File: config.mk
export PLATFORM = sky130hd
export DESIGN_NAME = pkg_sleep_seq
export DESIGN_NICKNAME = d
export VERILOG_FILES = /design/src/rtl/pkg_sleep_seq.sv
export SDC_FILE = /design/constraint.sdc
export NUM_CORES = 1
export LEC_CHECK = 0
export ABC_AREA = 1
export BUFFER_PORTS_ARGS = -buffer_cell sky130_fd_sc_hd__clkbuf_2
export CAP_MARGIN = 40
export CORE_UTILIZATION = 47
export DETAILED_ROUTE_END_ITERATION = 6
export PLACE_DENSITY = 0.85
export SYNTH_ARGS = -nofsm -noshare
export SYNTH_HDL_FRONTEND = slang
export SYNTH_SLANG_ARGS = --single-unit
File: constraint.sdc
create_clock -name clk -period 1.7 [get_ports clk]
set_input_delay 0.17 -clock clk [delete_from_list [all_inputs] [get_ports clk]]
set_output_delay 0.17 -clock clk [all_outputs]
set_load 0.01 [all_outputs]
File: src/rtl/pkg_sleep_seq.sv
module pkg_sleep_seq (
  input  logic       clk,
  input  logic       rst,
  input  logic [2:0] core0_cs,
  input  logic [2:0] core1_cs,
  input  logic       stpclk_n,
  input  logic       slp_n,
  input  logic       dpslp_n,
  input  logic       dprstp_n,
  input  logic       snoop_hit,
  input  logic       snoop_done,
  output logic [2:0] pkg_state,
  output logic [2:0] target_state,
  output logic       seq_err
);

  typedef enum logic [2:0] {
    ST_NORM = 3'd0, ST_SG = 3'd1, ST_SNP = 3'd2,
    ST_SLP = 3'd3, ST_DEEP = 3'd4, ST_DPR = 3'd5
  } pst_t;

  pst_t state, nxt;
  logic [2:0] lo_cs;
  logic [3:0] sb_now, sb_prev, sb_def;
  logic       ok_sg, ok_slp, ok_dpr;

  assign lo_cs = (core0_cs < core1_cs) ? core0_cs : core1_cs;
  assign target_state = (lo_cs <= 3'd1) ? ST_NORM :
                        (lo_cs == 3'd2) ? ST_SG   :
                        (lo_cs == 3'd3) ? ST_DEEP : ST_DPR;

  assign ok_sg  = target_state != ST_NORM;
  assign ok_slp = target_state == ST_DEEP || target_state == ST_DPR;
  assign ok_dpr = target_state == ST_DPR;

  always_comb begin
    nxt = state;
    case (state)
      ST_NORM: if (!stpclk_n && ok_sg) nxt = ST_SG;
      ST_SG: begin
        if (stpclk_n)                nxt = ST_NORM;
        else if (snoop_hit)          nxt = ST_SNP;
        else if (!slp_n && ok_slp)   nxt = ST_SLP;
      end
      ST_SNP:  if (snoop_done) nxt = ST_SG;
      ST_SLP: begin
        if (slp_n)                   nxt = ST_SG;
        else if (!dpslp_n && ok_slp) nxt = ST_DEEP;
      end
      ST_DEEP: begin
        if (dpslp_n)                 nxt = ST_SLP;
        else if (!dprstp_n && ok_dpr) nxt = ST_DPR;
      end
      ST_DPR:  if (dprstp_n) nxt = ST_DEEP;
      default: nxt = ST_NORM;
    endcase
  end

  assign sb_now = {dprstp_n, dpslp_n, slp_n, stpclk_n};
  assign sb_def = {state == ST_DEEP || state == ST_DPR,
                   state == ST_SLP  || state == ST_DEEP,
                   state == ST_SG   || state == ST_SLP,
                   state == ST_NORM || state == ST_SG};

  always_ff @(posedge clk) begin
    if (rst) begin
      state   <= ST_NORM;
      sb_prev <= 4'hF;
      seq_err <= 1'b0;
    end else begin
      state   <= nxt;
      sb_prev <= sb_now;
      seq_err <= |((sb_now ^ sb_prev) & ~sb_def);
    end
  end

  assign pkg_state = state;


  reset_state_chk: assert property (@(posedge clk)
    rst |=> (pkg_state == 3'd0 && !seq_err));


  shallow_core_chk: assert property (@(posedge clk) disable iff (rst)
    (core0_cs < 3'd2 || core1_cs < 3'd2) |-> target_state == 3'd0);


  normal_exit_chk: assert property (@(posedge clk) disable iff (rst)
    (pkg_state == 3'd1 && stpclk_n) |=> pkg_state == 3'd0);


  normal_step_chk: assert property (@(posedge clk) disable iff (rst)
    pkg_state == 3'd0 |=> (pkg_state == 3'd0 || pkg_state == 3'd1));


  sg_step_chk: assert property (@(posedge clk) disable iff (rst)
    pkg_state == 3'd1 |=> pkg_state <= 3'd3);


  sleep_gate_chk: assert property (@(posedge clk) disable iff (rst)
    (pkg_state == 3'd1 && target_state <= 3'd1) |=> pkg_state != 3'd3);


  deeper_gate_chk: assert property (@(posedge clk) disable iff (rst)
    (pkg_state == 3'd4 && target_state != 3'd5) |=> pkg_state != 3'd5);


  snoop_hold_chk: assert property (@(posedge clk) disable iff (rst)
    (pkg_state == 3'd2 && !snoop_done) |=> pkg_state == 3'd2);


  no_edge_no_err_chk: assert property (@(posedge clk) disable iff (rst)
    ($stable(stpclk_n) && $stable(slp_n) && $stable(dpslp_n) && $stable(dprstp_n))
      |=> !seq_err);

endmodule

## After elaboration in Yosys (flattened, before gate mapping)

Cells that the tools add are included.

| operators by class | value |
|---|---|
| add/sub/neg operators | 0 |
| multipliers | 0 |
| div/mod/pow operators | 0 |
| magnitude comparators | 2 |
| equality and inequality tests | 15 |
| shifts and indexed selects | 0 |
| multiplexer cells | 15 |
| bitwise gates (word level) | 3 |
| reduce and logical (&&, ||, !) cells | 17 |

Operators with widths:

| operator | count |
|---|---|
| 3-bit 2-to-1 mux | 13 |
| 3-bit case mux with 6 select lines | 1 |
| 3-bit by 2-bit == test with 1-bit output (second input constant) | 4 |
| 3-bit == test (second input constant) | 4 |
| 2-bit inequality test (second input constant) | 3 |
| 3-bit inequality test (second input constant) | 2 |
| 6-bit AND reduction | 1 |
| 1-bit logical OR | 5 |
| 4-bit AND | 1 |
| 1-bit logical AND | 4 |
| 1-bit logical NOT | 4 |
| 4-bit inequality test (second input constant) | 1 |
| 4-bit NOT | 1 |
| 4-bit OR reduction | 1 |
| 4-bit XOR | 1 |
| 3-bit by 1-bit == test with 1-bit output (second input constant) | 1 |
| 3-bit by 1-bit <= comparator with 1-bit output (second input constant) | 1 |
| 3-bit logical NOT | 1 |
| 3-bit less-than comparator | 1 |
| 3-bit nonzero test | 1 |
| 1-bit 2-to-1 mux | 1 |

| word-level totals | value |
|---|---|
| bits in registers | 8 |
| bits in latches | 0 |
| bits in writable memories | 0 |
| memory bits (read-only) | 0 |
| input bits | 14 |
| output and inout port bits | 7 |
| logic and storage cells | 55 |
| memories kept | 0 |

## Longest topological paths before layout

| depth | value |
|---|---|
| word-level depth | 13 |
| mapped depth | 14 |
| gate-level depth less buffers | 14 |

## Least setup slack after synthesis

No wires, ideal clock.

| timing path | value |
|---|---|
| kind | input-to-reg |
| start point | input core1_cs[2] |
| end point | register state[1], in the netlist pkg_state[1] |
| library setup time | 0.114 ns |
| arrival time | 1.298 ns |
| required time | 1.586 ns |
| path slack | 0.288 ns |
| cell stages on the path | 12 |
| buffers on the path | 0 |
| path through | inv_1 > ha_1 > nand2_1 > clkinv_1 > nand2_2 > nand3_1 > nand3_2 > nand2_2 > a21oi_2 > nand3_2 > nor2_1 > nor2_2 |

| between the ends | value |
|---|---|
| longest elaborated chain between the ends | 11 |
| elaborated cells on any way between the ends | 21 |
| classes of those cells | order compare: 2; eq/ne: 8; mux: 4; reduce/logical: 7 |

Ends and longest elaborated chain:

| what | RTL line | text |
|---|---|---|
| start, declared | 5 | `input logic [2:0] core1_cs,` |
| 3-bit less-than comparator | 27 | `assign lo_cs = (core0_cs < core1_cs) ? core0_cs : core1_cs;` |
| 3-bit 2-to-1 mux * | 27 |  |
| 3-bit by 2-bit == test with 1-bit output | 30 | `(lo_cs == 3'd3) ? ST_DEEP : ST_DPR;` |
| 1-bit 2-to-1 mux | 30 |  |
| 3-bit 2-to-1 mux | 29 | `(lo_cs == 3'd2) ? ST_SG :` |
| 3-bit 2-to-1 mux * | 28 | `assign target_state = (lo_cs <= 3'd1) ? ST_NORM :` |
| 3-bit == test, on equally long branches | 33, 34 |  |
| 1-bit logical OR | 33 | `assign ok_slp = target_state == ST_DEEP \|\| target_state == ST_DPR;` |
| 1-bit logical AND, on equally long branches | 43, 48 |  |
| 4-bit inequality test (no line) / 3-bit inequality test (equally long branches) | n/a |  |
| 6-bit AND reduction (no line) * | n/a |  |
| end signal, assigned | 71 | `state <= nxt;` |
| end, declared | 22 | `pst_t state, nxt;` |

Every way passes the cells marked *; elsewhere a longest branch is shown, timed or not.
A chain may end at the register's enable or synchronous reset.

## Worst setup path in the final report

| timing path | value |
|---|---|
| start point | input core1_cs[2] |
| end point | output target_state[0] |

| between the ends | value |
|---|---|
| longest elaborated chain between the ends | 6 |
| elaborated cells on any way between the ends | 8 |
| classes of those cells | order compare: 2; eq/ne: 2; mux: 4 |

Ends and longest elaborated chain:

| what | RTL line | text |
|---|---|---|
| 3-bit less-than comparator | 27 |  |
| 3-bit 2-to-1 mux * | 27 |  |
| 3-bit by 2-bit == test with 1-bit output | 30 |  |
| 1-bit 2-to-1 mux | 30 |  |
| 3-bit 2-to-1 mux | 29 |  |
| 3-bit 2-to-1 mux * | 28 |  |
| end, declared | 13 | `output logic [2:0] target_state,` |

Marked as above.

==> results.cfg <==
[logic_synthesis]
synth_seq_cells = 8
synth_area_leaders = dfxtp_1, nand2_1, inv_1
synth_top_area_cell = dfxtp_1
synthTopCellsByCount = nand2_1, inv_1, nor2_1
syn_avg_cell_area_um2 = 6.48
synth.top_cell.area_share_pct = 25.8
yosysSeqAreaShare_pct = 25.8
async_reset_ff_share_pct = 0
syn_area_um2 = 622
ys.flop_type = dfxtp_1
yosysMostFrequentCell = nand2_1
synthCells = 96
ys_types = 29
syn_nets = 113
synth_edf_count = 0
yosysWarningCount = 0

[global_route]
grt_max_degree = 7
top_usage_layer = met2
grt_usage_pct = 22.3
grt_overflow_total = 0
antenna_found_initial = 0
grtUsageMet3_pct = 6.98
grt_util_met2_pct = 36.0
grt_pass1_wl_mm = 2.21
first_global_vias = 582
met1_usage_pct = 26.6

[sta]
rsz0062_at_grt = false
setup_violations = 0
max_freq_ghz = 0.650
hold_ws_ns = 0.0960
hold_violations = 0
drv_slew = 0
min_period_over_period_pct = 90.5
skew_ns = 0.00126
min_period_ns = 1.54
setup_tns_ns = 0

[power]
comb_power_share_pct = 51.4
power_switching_uw = 367
swShare_pct = 44.2
clockPowerShare_pct = 17.6
power_frac_seq_pct = 31.0
p_leak_uw = 0.000424
power.density_nw_per_um2 = 1100
p_int_uw = 464
irDropWorstVdd_v = 0.000610

[cts]
clock_sinks = 8
cts.htree.levels = 1
path_clk_slew_ns = 0.05
cts_buffer_depth = 2
cts_tree = built
clk_latency_ns = 0.26
numCtsBuffers = 3
cts_root_buf = clkbuf_4
hold_buffers = 0
post_cts_buffers = 0

[layout]
diodes = 0
areaGrowthSynthToFinish_pct = 21.3
final_cell_area_um2 = 754
fin_util_pct = 64.4
nets = 136
drive_gt1_share_pct = 30.8

[setup_path]
crit_required_ns = 1.53
end_kind = primary output
cp-start-kind = primary input
r2r_cells = 9
criticalPathCategory = primary input to primary output
worstPathArrival_ns = 1.37
worstPathMaxFanout = 5

[drt]
drt_wl_total_mm = 1.35
firstDrtPassIters = 4
ant_nets = 0
wl_per_cell_um = 10.3
vias = 666
drt_iter0_markers = 12
viasPerCell = 5.08
drc = 0

[die]
die_x_um = 38.4
die_y_um = 38.4
ios = 21
core_um2 = 1170
start_util_pct = 53.1
dieArea_um2 = 1470
num_rows = 12

[flow_run]
maxCapViolCount = 0

[hold_path]
hold_class = primary input to register
hold_depth = 2

[placement]
finalWeightedCongestion = 0.883
place_area_um2 = 727
hpwl_mm = 1.07
io_buffers = 19

[outcome]
status = finished clean
-- power groups by stage --
stage | combinational (uW) | sequential, uW | clock (uW)
CTS | 425 | 256 | 154
global route | 482 | 261 | 163
finish | 427 | 257 | 146
floorplan | 305 | 266 | 0
detailed placement | 421 | 259 | 0
global placement | 414 | 258 | 0
-- critical path, cell delays in order --
cell,delay (ns)
clkbuf_2,0.09
inv_1,0.04
ha_1,0.29
nand2_1,0.08
clkinv_1,0.07
nand2_2,0.07
nand3_1,0.08
nand3_2,0.13
a21boi_0,0.19
clkbuf_2,0.16
-- flip-flops by register name, indices dropped and copies added, names as in the netlist --
signal and flops:
seq_err 1, sb_prev 4, pkg_state 3
-- through the flow --
stage / total power (uW) / worst slack [ns] / instances
2_1_floorplan: 572 / 0.288 / 96
3_3_place_gp: 672 / 0.0768 / 128
3_5_place_dp: 680 / 0.0481 / 128
4_1_cts: 835 / 0.129 / 131
5_1_grt: 906 / 0.0136 / 131
6_report: 831 / 0.162 / 131
-- worst paths after layout --
kind                              startpoint              end  slack, ns
worst max-delay path             core1_cs[2]  target_state[0]       0.16
worst min-delay path                     rst          seq_err        0.1
worst max register to register  pkg_state[0]     pkg_state[1]       0.25
worst min register to register    sb_prev[3]          seq_err       0.53
-- layout make-up --
cell class              count  area, um2
inverters                  17       63.8
well taps                  14       17.5
clock buffers               3       22.5
fillers                   120        417
flip-flops and latches      8        160
repair buffers             19       95.1
multi-input cells          70        395
-- logic make-up after synthesis --
family / after synthesis / synth area share, %
buffers and inverters: 18 / 11.5
adder cells (fa/ha/maj): 3 / 6.04
AND/OR/NAND/NOR: 47 / 35.8
AO/OA/AOI/OAI: 17 / 17.5
other: 1 / 0.603
flip-flops: 8 / 25.8
XOR/XNOR: 2 / 2.82
-- per-layer routing --
metal	vias up	share of wire [%]
met5	-	0
met4	0	2.4
met3	5	7.5
met2	23	44
met1	291	46
li1	347	-
-- what timing repair did --
item	4_1_cts	5_1_grt
endpoints found under the hold margin	0	0
gates resized for setup	0	1
setup endpoints to repair	0	1
-- placed cells by master, fill, tap and decap left out, drive strengths merged, types with 2 or more instances in the layout --
| master | count |
|---|---|
| nand2 | 24 |
| clkbuf | 22 |
| inv | 16 |
| nor2 | 11 |
| nand3 | 9 |
| dfxtp | 8 |
| o21ai | 8 |
| ha | 3 |
| a21oi | 3 |
| nor3 | 2 |
(Power assumes the default switching activity.)
